$ cat src/rtl/vlane_pkg.sv
package vlane_pkg;
  localparam int INSTR_W = 64;
  localparam int IDX_W   = 8;

  localparam logic [6:0] OPC_PATTERN = 7'b0011101;
  localparam int OPC_HI      = 63;
  localparam int OPC_LO      = 57;
  localparam int BIT_FIRST_MAX = 56;
  localparam int BIT_SAT     = 55;
  localparam int BIT_DST_SGN = 54;
  localparam int SEC_HI      = 53;
  localparam int SEC_LO      = 51;
  localparam int BIT_B_REG   = 50;
  localparam int BIT_B_SGN   = 49;
  localparam int BIT_A_SGN   = 48;
  localparam int BIT_CC      = 47;
  localparam int FMT_A_LO    = 37;
  localparam int FMT_B_LO    = 29;
  localparam int IDX_C_LO    = 39;
  localparam int IDX_B_LO    = 20;
  localparam int IDX_A_LO    = 8;
  localparam int IDX_D_LO    = 0;

  localparam int LANE_COUNT  = 4;

  typedef enum logic [2:0] {
    SEC_INS_HI16 = 3'd0,
    SEC_INS_LO16 = 3'd1,
    SEC_INS_B0   = 3'd2,
    SEC_INS_B2   = 3'd3,
    SEC_ADD      = 3'd4,
    SEC_MIN      = 3'd5,
    SEC_MAX      = 3'd6,
    SEC_PASS     = 3'd7
  } sec_op_e;

  typedef struct packed {
    logic             hit;
    logic             unsup;
    logic             first_max;
    logic             first_signed;
    logic             second_signed;
    sec_op_e          sec;
    logic [IDX_W-1:0] dst;
    logic [IDX_W-1:0] ia;
    logic [IDX_W-1:0] ib;
    logic [IDX_W-1:0] ic;
  } vdec_t;

  // Lane placement for the insert codes, indexed by operation code 0..3
  function automatic int lane_lsb(input int k);
    case (k)
      0: return 16;
      1: return 0;
      2: return 0;
      default: return 16;
    endcase
  endfunction

  function automatic int lane_width(input int k);
    return (k < 2) ? 16 : 8;
  endfunction
endpackage

$ cat src/rtl/vlane_decode.sv
module vlane_decode
  import vlane_pkg::*;
(
  input  logic [INSTR_W-1:0] instr,
  output vdec_t              dec
);
  logic fmt_a_word;
  logic fmt_b_word;
  logic sign_mismatch;

  always_comb begin
    fmt_a_word    = (instr[FMT_A_LO +: 2] == 2'b11);
    fmt_b_word    = (instr[FMT_B_LO +: 2] == 2'b11);
    sign_mismatch = instr[BIT_A_SGN] ^ instr[BIT_B_SGN];

    dec.hit           = (instr[OPC_HI:OPC_LO] == OPC_PATTERN);
    dec.unsup         = !instr[BIT_B_REG] || !fmt_a_word || !fmt_b_word ||
                        sign_mismatch || instr[BIT_SAT] || instr[BIT_CC];
    dec.first_max     = instr[BIT_FIRST_MAX];
    dec.first_signed  = instr[BIT_A_SGN];
    dec.second_signed = instr[BIT_DST_SGN];
    dec.sec           = sec_op_e'(instr[SEC_HI:SEC_LO]);
    dec.dst           = instr[IDX_D_LO +: IDX_W];
    dec.ia            = instr[IDX_A_LO +: IDX_W];
    dec.ib            = instr[IDX_B_LO +: IDX_W];
    dec.ic            = instr[IDX_C_LO +: IDX_W];
  end
endmodule

$ cat src/rtl/vlane_minmax.sv
module vlane_minmax #(
  parameter int DATA_W = 32
) (
  input  logic [DATA_W-1:0] x,
  input  logic [DATA_W-1:0] y,
  input  logic              take_max,
  input  logic              is_signed,
  output logic [DATA_W-1:0] z
);
  logic x_less;

  always_comb begin
    if (is_signed) x_less = ($signed(x) < $signed(y));
    else           x_less = (x < y);
    if (take_max)  z = x_less ? y : x;
    else           z = x_less ? x : y;
  end
endmodule

$ cat src/rtl/vlane_second.sv
module vlane_second
  import vlane_pkg::*;
#(
  parameter int DATA_W = 32
) (
  input  logic [DATA_W-1:0] v,
  input  logic [DATA_W-1:0] c,
  input  sec_op_e           sec,
  input  logic              is_signed,
  output logic [DATA_W-1:0] y
);
  logic [DATA_W-1:0] lane_out [LANE_COUNT];
  logic [DATA_W-1:0] mm_out;
  logic [DATA_W-1:0] sum_out;

  for (genvar k = 0; k < LANE_COUNT; k++) begin : g_lane
    localparam int LSB = lane_lsb(k);
    localparam int WID = lane_width(k);
    localparam logic [DATA_W-1:0] FIELD = {{(DATA_W-WID){1'b0}}, {WID{1'b1}}};
    localparam logic [DATA_W-1:0] MASK  = FIELD << LSB;
    assign lane_out[k] = (c & ~MASK) | ((v << LSB) & MASK);
  end

  vlane_minmax #(.DATA_W(DATA_W)) u_mm2 (
    .x         (v),
    .y         (c),
    .take_max  (sec == SEC_MAX),
    .is_signed (is_signed),
    .z         (mm_out)
  );

  assign sum_out = v + c;

  always_comb begin
    case (sec)
      SEC_INS_HI16: y = lane_out[0];
      SEC_INS_LO16: y = lane_out[1];
      SEC_INS_B0:   y = lane_out[2];
      SEC_INS_B2:   y = lane_out[3];
      SEC_ADD:      y = sum_out;
      SEC_MIN,
      SEC_MAX:      y = mm_out;
      default:      y = v;
    endcase
  end
endmodule

$ cat src/rtl/vlane_minmax_unit.sv
module vlane_minmax_unit
  import vlane_pkg::*;
#(
  parameter int DATA_W = 32
) (
  input  logic                clk,
  input  logic                rst,
  input  logic                in_valid,
  input  logic [INSTR_W-1:0]  in_instr,
  input  logic [DATA_W-1:0]   in_a,
  input  logic [DATA_W-1:0]   in_b,
  input  logic [DATA_W-1:0]   in_c,
  output logic                out_valid,
  output logic                out_unsup,
  output logic [DATA_W-1:0]   out_result,
  output logic [IDX_W-1:0]    out_dst_idx,
  output logic [IDX_W-1:0]    out_idx_a,
  output logic [IDX_W-1:0]    out_idx_b,
  output logic [IDX_W-1:0]    out_idx_c
);
  vdec_t             dec;
  logic [DATA_W-1:0] first_val;
  logic [DATA_W-1:0] second_val;
  logic              take;

  vlane_decode u_dec (
    .instr (in_instr),
    .dec   (dec)
  );

  vlane_minmax #(.DATA_W(DATA_W)) u_mm1 (
    .x         (in_a),
    .y         (in_b),
    .take_max  (dec.first_max),
    .is_signed (dec.first_signed),
    .z         (first_val)
  );

  vlane_second #(.DATA_W(DATA_W)) u_sec (
    .v         (first_val),
    .c         (in_c),
    .sec       (dec.sec),
    .is_signed (dec.second_signed),
    .y         (second_val)
  );

  assign take = in_valid && dec.hit;

  always_ff @(posedge clk) begin
    if (rst) begin
      out_valid <= 1'b0;
      out_unsup <= 1'b0;
    end else begin
      out_valid <= take;
      out_unsup <= take && dec.unsup;
    end
  end

  always_ff @(posedge clk) begin
    if (take) begin
      out_result  <= second_val;
      out_dst_idx <= dec.dst;
      out_idx_a   <= dec.ia;
      out_idx_b   <= dec.ib;
      out_idx_c   <= dec.ic;
    end
  end
endmodule

$ cat config.mk
export PLATFORM = sky130hd
export DESIGN_NAME = vlane_minmax_unit
export DESIGN_NICKNAME = d
export VERILOG_FILES = /design/src/rtl/vlane_pkg.sv /design/src/rtl/vlane_decode.sv /design/src/rtl/vlane_minmax.sv /design/src/rtl/vlane_second.sv /design/src/rtl/vlane_minmax_unit.sv
export SDC_FILE = /design/constraint.sdc
export NUM_CORES = 1
export LEC_CHECK = 0
export ABC_CLOCK_PERIOD_IN_PS = 6560
export BUFFER_PORTS_ARGS = -buffer_cell sky130_fd_sc_hd__buf_2
export CORE_MARGIN = 8
export CORE_UTILIZATION = 25
export DETAILED_ROUTE_END_ITERATION = 10
export PLACE_DENSITY = 0.45
export RECOVER_POWER = 50
export SYNTH_ARGS = -nofsm -noshare
export SYNTH_HDL_FRONTEND = slang
export SYNTH_SLANG_ARGS = --single-unit
$ cat constraint.sdc
create_clock -name clk -period 6.56 [get_ports clk]
set_input_delay 0.656 -clock clk [delete_from_list [all_inputs] [get_ports clk]]
set_output_delay 0.656 -clock clk [all_outputs]
set_load 0.01 [all_outputs]
==> metrics.cfg, run 1 <==
[status]
run_status = completed

[worst_hold_path]
worstHoldEndpoint = out_idx_c[1]
hold_class = input pin to register
min_from = in_instr[40]
hold_depth = 1

[pwr]
switching_power_mw = 0.757
internal_power_mw = 1.22
leakage_nw = 3.99
combPwrFrac = 0.516
power.clock.fraction = 0.243
power_frac_seq = 0.241
ir_drop_uv = 124
p_per_area_mw_per_mm2 = 229
p_sw_frac = 0.382
finalPower_mw = 1.98

[critical_path]
slowest_stage = or4_4
crit_type = input pin to register
worst_setup_path_end_kind = register
critical_path.most_common_cell = inv_1
cpPeakStageDelay_ns = 0.50
crit_buf_inv = 5
cpLargestDelayFamily = compound AO/OA/AOI/OAI gates
crit_fanout = 16
start_kind = input pin
arrival_ns = 6.13
cp.required_ns = 6.65

[clocking]
cts_max_level = 3
hold_buffers = 0
root_buffer = clkbuf_16
ctsResizeCount = 0
clockBufferDepth = 2
clock_sinks = 66
cts_tree = yes
post_cts_buffers = 0
clk_pin_slew_worst_paths_ns = 0.07
cts_made_buffers = 9

[placement]
place_area_mm2 = 0.00846
hpwl_um = 21300
dp_worst_setup_slack_ns = 0.163
gp_congestion = 0.848
portBuffers = 217

[cells_and_area]
fin_nets = 1247
ff_latch_area_mm2 = 0.00196
fin_area_mm2 = 0.00865
fillers = 2759
final_layout_size_suffix_gt1_frac = 0.297
multi_input_area_mm2 = 0.00399
syn_to_final_growth_pct = 35.7

[timing]
holdWs_ns = 0.482
setup_viol = 0
slew_viol_final = 0
slew_headroom = 0.373
final.min_clock_period_ns = 6.03
timing.fmax_ghz = 0.166
fin_tns_setup_ns = 0
worst_pin_slew_ns = 0.938
fin_ws_ns = 0.527
finalCritPeriodShare = 0.920
hold_violations = 0
rsz0062_at_grt = false

[synthesis]
syn-num-nets = 954
synth.area.top_cells = edfxtp_1, ha_1, inv_1, mux2_2, a21oi_1
yosys.area.top_type = edfxtp_1
synth_area_mm2 = 0.00637
syn_avg_cell_area_um2 = 9.16
synth_ff_type = edfxtp_1
syn_inst = 696
synthArstFlopShare = 0
ys_seq_elements = 66
ys_seq_area_frac = 0.308
yosysUniqueCellTypes = 71
synth_warnings = 0
synth_edf_count = 64
synth_most_common_cell = ha_1
synth_commonest_cells = ha_1, inv_1, edfxtp_1, nor2_1, a21oi_1
yosysTopAreaCellShare = 0.302

[drt]
vias = 6312
wl_per_cell_um = 19.2
wl_um = 25500
ant_nets = 0
firstDrtPassIters = 6
vias_per_cell = 4.76
drc = 0
drt_iter0_markers = 335

[floorplanning]
io_pins = 229
die-area_mm2 = 0.0309
core_mm2 = 0.0251
initial_core_util = 0.254
rows = 58
dieHeight_um = 176
fp.dieW_um = 176

[job]
cap_violations = 0

[grt]
grt_max_degree = 48
grt_pass1_vias = 6391
antenna_found_initial = 2
grt_overflow = 0
grt_usage = 0.160
grt_pass1_wl_um = 37900

==> sequential cells by signal, indices dropped and copies added (netlist names) <==
name	cells
out_dst_idx	8
out_idx_a	8
out_idx_b	8
out_idx_c	8
out_result	32
out_unsup	1
out_valid	1
==> cells by family (layout without fill, tap and decap cells) <==
logic type,after synthesis,after routing,share of synthesized area
simple gates,158,158,0.121
fa+ha+maj,95,95,0.188
flops,66,66,0.308
xor+xnor,33,33,0.0465
compound gates,195,195,0.210
mux,34,34,0.0591
other cells,0,1,0
buf+inv,115,413,0.0679
==> area by class of cell <==
type,instances,share of cell area
Inverter,96,0.0417
Clock buffer,9,0.0260
Timing Repair Buffer,301,0.190
Sequential cell,66,0.227
Tap cell,330,0.0477
Clock inverter,7,0.00593
Antenna cell,1,0.000289
Multi-Input combinational cell,515,0.462
==> cells in the final DEF (no fill, tap or decap), types with 5 or more instances in the layout <==
master	instances
mux2_2	29
o31ai_1	8
mux2i_1	5
a211oi_1	6
ha_1	94
buf_2	148
o21ai_0	26
a31oi_1	5
o21ai_1	14
xnor2_1	25
nand3_1	8
nor2b_1	6
buf_4	83
a222oi_1	6
nand4_1	7
edfxtp_1	64
a221o_1	8
a22oi_1	7
clkbuf_16	9
a21o_1	8
xor2_1	6
a21oi_1	53
nor2_1	62
nand2b_1	11
inv_1	93
o21bai_1	8
o211ai_1	6
clkbuf_1	69
nand2_1	27
nor3_1	12
==> through the flow <==
stage,util,std cells
finish,0.345,1325
detailed placement,0.337,1308
CTS,0.348,1324
global route,0.344,1324
global placement,0.337,1308
floorplan,-,696
==> worst max-delay path by stage <==
stage | start | end | slack [ns] | cells past startpoint
after floorplan | in_b[2] | out_result[30] | 0.65 | 26
after global placement | in_a[2] | out_result[30] | 0.14 | 26
after detailed placement | in_b[13] | out_result[30] | 0.16 | 27
after CTS | in_b[13] | out_result[30] | 0.47 | 27
after global routing | in_b[13] | out_result[30] | 0.08 | 27
final | in_b[13] | out_result[30] | 0.53 | 27
==> power groups by stage <==
stage          sequential [mW]  combinational [mW]  clock (mW)
4_1_cts                  0.477                1.02       0.495
6_report                 0.477                1.02       0.481
5_1_grt                  0.477                1.12       0.510
3_3_place_gp             0.487                1.02           0
3_5_place_dp             0.486                1.02           0
2_1_floorplan            0.487               0.599           0
==> per-layer routing <==
layer,share of wire,global-route usage
met1,0.46,0.204
met2,0.47,0.273
met3,0.068,0.0376
met4,0.0070,0.0279
met5,0.0013,0
No activity file was read; power rests on OpenSTA's default activity.
==> run 2, diff against run 1 <==
--- a/config.mk
+++ b/config.mk
@@ -12,6 +12,7 @@
 export DETAILED_ROUTE_END_ITERATION = 10
 export PLACE_DENSITY = 0.45
 export RECOVER_POWER = 50
+export REMOVE_ABC_BUFFERS = 1
 export SYNTH_ARGS = -nofsm -noshare
 export SYNTH_HDL_FRONTEND = slang
 export SYNTH_SLANG_ARGS = --single-unit
==> run 2 against run 1 <==
Cell area increased by 0.56%. Combinational power about the same. Final cell count increased by 0.15%. Maximum frequency shrank 1.8%. Utilization rose by 0.19 points. Critical path depth rose by 1. Power about the same. Clock power is 0.8% higher.
==> metrics.cfg, run 2 (synthesized netlist as in run 1, its figures left out) <==
[clocking]
cts_max_level = 3
root_buffer = clkbuf_16
clk_pin_slew_worst_paths_ns = 0.06
cts_made_buffers = 9
clockBufferDepth = 2
cts_tree = yes
clock_sinks = 66
hold_buffers = 0

[drt]
vias_per_cell = 4.75
firstDrtPassIters = 5
drc = 0
wl_per_cell_um = 18.4
drt_iter0_markers = 319
ant_nets = 0
wl_um = 24500
vias = 6308

[pwr]
ir_drop_uv = 140
p_per_area_mw_per_mm2 = 228
combPwrFrac = 0.514
leakage_nw = 4.01
power.clock.fraction = 0.245
power_frac_seq = 0.241
p_sw_frac = 0.379
switching_power_mw = 0.750
internal_power_mw = 1.23

[floorplanning]
io_pins = 229
core_mm2 = 0.0251
rows = 58
fp.dieW_um = 176
dieHeight_um = 176
initial_core_util = 0.254
die-area_mm2 = 0.0309

[critical_path]
crit_fanout = 17
arrival_ns = 6.24
worst_setup_path_end_kind = register
start_kind = input pin
crit_type = input pin to register
cp.required_ns = 6.66

[cells_and_area]
stdcell_count = 1327
fin_area_mm2 = 0.00870
syn_to_final_growth_pct = 36.5
largest_reg_flops = 32
regMostFlops = out_result
mostFrequentLayoutCell = buf_2
final_layout_size_suffix_gt1_frac = 0.304
fin_nets = 1249
final_cell_mix = buf_2, ha_1, inv_1, buf_4

[grt]
grt_usage = 0.156
antenna_found_initial = 2
grt_max_degree = 65
grt_pass1_vias = 6631
grt_overflow = 0
grt_pass1_wl_um = 37100

[worst_hold_path]
hold_depth = 1
min_from = in_instr[40]
hold_class = input pin to register
worstHoldEndpoint = out_idx_c[1]

[status]
run_status = completed

[placement]
portBuffers = 217
hpwl_um = 20200
place_inst = 1310
place_area_mm2 = 0.00849
gp_congestion = 0.842
dp_worst_setup_slack_ns = -0.110

[timing]
fin_tns_setup_ns = 0
rsz0062_at_grt = false
worst_pin_slew_ns = 0.951
slew_viol_final = 0
final.min_clock_period_ns = 6.14
setup_viol = 0
timing.fmax_ghz = 0.163
hold_violations = 0
fin_ws_ns = 0.418
finalCritPeriodShare = 0.936
slew_headroom = 0.366

[job]
cap_violations = 0

## run 2: power groups by stage
stage	Combinational, mW	Clock [mW]	Sequential, mW
floorplan	0.593	0	0.488
global route	1.13	0.514	0.477
CTS	1.02	0.507	0.477
finish	1.02	0.485	0.477
global placement	1.02	0	0.486
detailed placement	1.02	0	0.486
## run 2: final cells by class
class | instances | area, µm²
Multi-Input combinational cell | 515 | 4000
Timing Repair Buffer | 303 | 1680
Tap cell | 330 | 413
Clock buffer | 9 | 225
Inverter | 96 | 360
Fill cell | 2716 | 16400
Antenna cell | 1 | 2.50
Sequential cell | 66 | 1960
Clock inverter | 7 | 61.3
## run 2: how the worst max path moves through the flow
stage	startpoint	end	cells after the start
final	in_b[13]	out_result[30]	28
after global routing	in_b[13]	out_result[30]	28
after CTS	in_a[2]	out_result[30]	27
after detailed placement	in_a[2]	out_result[30]	27
after global placement	in_a[2]	out_result[30]	27
after floorplan	in_b[13]	out_result[30]	25
## run 2: stage by stage
| stage | util | hold WS, ns | power (mW) |
|---|---|---|---|
| CTS | 0.349 | 0.464 | 2.01 |
| floorplan | - | 0.748 | 1.08 |
| global placement | 0.338 | 0.833 | 1.50 |
| global route | 0.346 | 0.469 | 2.12 |
| finish | 0.346 | 0.479 | 1.98 |
| detailed placement | 0.338 | 0.834 | 1.50 |
## run 2: worst max-delay path, stage by stage
cell and delay, ns:
buf_2 0.09, inv_1 0.04, ha_1 0.28, nand4_1 0.20, nor3_1 0.31, a21oi_1 0.11, a31oi_1 0.28, o31ai_2 0.14
a31o_2 0.28, xnor2_2 0.22, buf_12 0.17, buf_12 0.16, mux2i_1 0.25, inv_1 0.09, ha_1 0.20, inv_1 0.07
fa_1 0.21, nor2_1 0.07, o311a_1 0.32, or4_4 0.50, a221oi_4 0.26, or4_1 0.17, nand2_2 0.07, a311o_1 0.35
a31oi_1 0.22, xnor2_1 0.16, o221ai_1 0.14, a22o_1 0.19
## run 2: timing repair
action                                 4_1_cts  5_1_grt
setup endpoints to repair                    0        2
resized for setup                            0        1
endpoints found under the hold margin        0        0
buffers inserted                             0        0
## run 2: routing by layer
metal	vias to the layer above	part of all wire	GRT usage
met2	201	0.47	0.266
met3	24	0.066	0.0374
li1	3135	-	-
met1	2946	0.45	0.193
met4	2	0.014	0.0392
met5	-	0.00041	0
==> run 3, diff against run 2 <==
--- a/config.mk
+++ b/config.mk
@@ -5,12 +5,12 @@
 export SDC_FILE = /design/constraint.sdc
 export NUM_CORES = 1
 export LEC_CHECK = 0
-export ABC_CLOCK_PERIOD_IN_PS = 6560
-export BUFFER_PORTS_ARGS = -buffer_cell sky130_fd_sc_hd__buf_2
+export ABC_CLOCK_PERIOD_IN_PS = 5370
 export CORE_MARGIN = 8
 export CORE_UTILIZATION = 25
 export DETAILED_ROUTE_END_ITERATION = 10
-export PLACE_DENSITY = 0.45
+export DONT_BUFFER_PORTS = 1
+export PLACE_DENSITY = 0.39
 export RECOVER_POWER = 50
 export REMOVE_ABC_BUFFERS = 1
 export SYNTH_ARGS = -nofsm -noshare
==> constraint.sdc (replaced) <==
create_clock -name clk -period 5.37 [get_ports clk]
set_input_delay 0.537 -clock clk [delete_from_list [all_inputs] [get_ports clk]]
set_output_delay 0.537 -clock clk [all_outputs]
set_load 0.01 [all_outputs]
==> run 3 against run 2 <==
The run now ends with negative setup slack left. Critical path depth is 2 lower. Clock power grew 42%. Utilization increased by 2.9 points. Wire length is 14% higher. Die area unchanged. Power rose by 49%. Worst setup slack worse by 0.64 ns. Combinational power up 64%. Worst hold slack got worse by 0.21 ns.
==> metrics.cfg, run 3 (synthesized netlist as in run 1, its figures left out) <==
[floorplanning]
die-area_mm2 = 0.0309
core_mm2 = 0.0251
fp.dieW_um = 176
rows = 58
io_pins = 229
dieHeight_um = 176
initial_core_util = 0.254

[worst_hold_path]
worstHoldEndpoint = out_idx_c[3]
hold_class = input pin to register
min_from = in_instr[42]
hold_depth = 0

[pwr]
power_frac_seq = 0.199
switching_power_mw = 1.07
leakage_nw = 4.04
internal_power_mw = 1.87
power.clock.fraction = 0.235
p_per_area_mw_per_mm2 = 312
ir_drop_uv = 120
finalPower_mw = 2.94
p_sw_frac = 0.363
combPwrFrac = 0.566

[cells_and_area]
fin_util = 0.375
regMostFlops = out_result
largest_reg_flops = 32
final_cell_mix = buf_4, inv_1, ha_1, edfxtp_1, nor2_1
fin_nets = 1149
fin_area_mm2 = 0.00942
final_layout_size_suffix_gt1_frac = 0.404
mostFrequentLayoutCell = buf_4
fillers = 2533
n_antenna_cell = 0
syn_to_final_growth_pct = 47.8

[grt]
grt_pass1_wl_um = 40300
grt_overflow = 0
grt_usage = 0.175
grt_pass1_vias = 6496
antenna_found_initial = 0
grt_max_degree = 65

[timing]
slew_viol_final = 0
fin_ws_ns = -0.222
timing.fmax_ghz = 0.179
rsz0062_at_grt = true
hold_violations = 0
finalCritPeriodShare = 1.04
final.min_clock_period_ns = 5.59
holdWs_ns = 0.269
worst_pin_slew_ns = 1.07
slew_headroom = 0.285
setup_viol = 27

[placement]
place_area_mm2 = 0.00792
dp_worst_setup_slack_ns = -1.28
portBuffers = 0
gp_congestion = 0.853
hpwl_um = 22200

[clocking]
cts_max_level = 3
clockBufferDepth = 2
cts_made_buffers = 9
cts_tree = yes
hold_buffers = 0
clk_pin_slew_worst_paths_ns = 0.08
clock_sinks = 66
root_buffer = clkbuf_16

[drt]
ant_nets = 0
drc = 0
wl_per_cell_um = 22.8
drt_iter0_markers = 300
firstDrtPassIters = 5
vias = 6090
wl_um = 27900
vias_per_cell = 4.97

[critical_path]
crit_buf_inv = 7
crit_type = input pin to register
cp_num_cells = 26
arrival_ns = 5.70
start_kind = input pin
worst_setup_path_end_kind = register
cp.required_ns = 5.48
crit_fanout = 4
cpPeakStageDelay_ns = 0.44
slowest_stage = o41ai_2
cpLargestDelayFamily = compound AO/OA/AOI/OAI gates

[status]
run_status = finished with violations
violations = negative setup slack

[job]
cap_violations = 0

-- run 3: final cells by class --
| cell class | instances | area [µm²] | area share |
|---|---|---|---|
| multi-input combinational | 516 | 4740 | 0.503 |
| clock inverter | 7 | 101 | 0.0108 |
| tap | 330 | 413 | 0.0438 |
| inverter | 96 | 370 | 0.0393 |
| timing repair buffer | 202 | 1610 | 0.171 |
| sequential | 66 | 1960 | 0.208 |
| clock buffer | 9 | 225 | 0.0239 |
-- run 3: power groups by stage --
| stage | Sequential, mW | Clock (mW) | Combinational (mW) |
|---|---|---|---|
| global placement | 0.596 | 0 | 1.31 |
| finish | 0.585 | 0.691 | 1.67 |
| CTS | 0.585 | 0.718 | 1.52 |
| global route | 0.585 | 0.724 | 1.81 |
| detailed placement | 0.596 | 0 | 1.31 |
| floorplan | 0.596 | 0 | 0.725 |
-- run 3: worst max path at each step --
stage,startpoint,endpoint
2_1_floorplan,in_b[13],out_result[30]
3_3_place_gp,in_b[2],out_result[17]
3_5_place_dp,in_b[2],out_result[10]
4_1_cts,in_a[2],out_result[30]
5_1_grt,in_b[1],out_result[15]
6_report,in_b[1],out_result[15]
-- run 3: through the flow --
step                      std cells  TNS, ns
final                          1226    -3.25
after global routing           1226    -8.06
after CTS                      1216    -1.02
after detailed placement       1162   -37.84
after global placement         1162   -33.24
after floorplan                 677   -42.56
-- run 3: timing repair --
| action | CTS | global route |
|---|---|---|
| gates resized for setup | 80 | 81 |
| endpoints found under the setup margin | 32 | 32 |
| pin swaps | 52 | 32 |
| gates cloned | 1 | 0 |
| setup buffers | 38 | 15 |
-- run 3: per-layer routing --
metal	global-route usage	part of all wire	wire length, µm
met5	0	0	0
met4	0.0675	0.029	820
met3	0.0575	0.097	2720
met2	0.299	0.48	13400
met1	0.198	0.39	11000
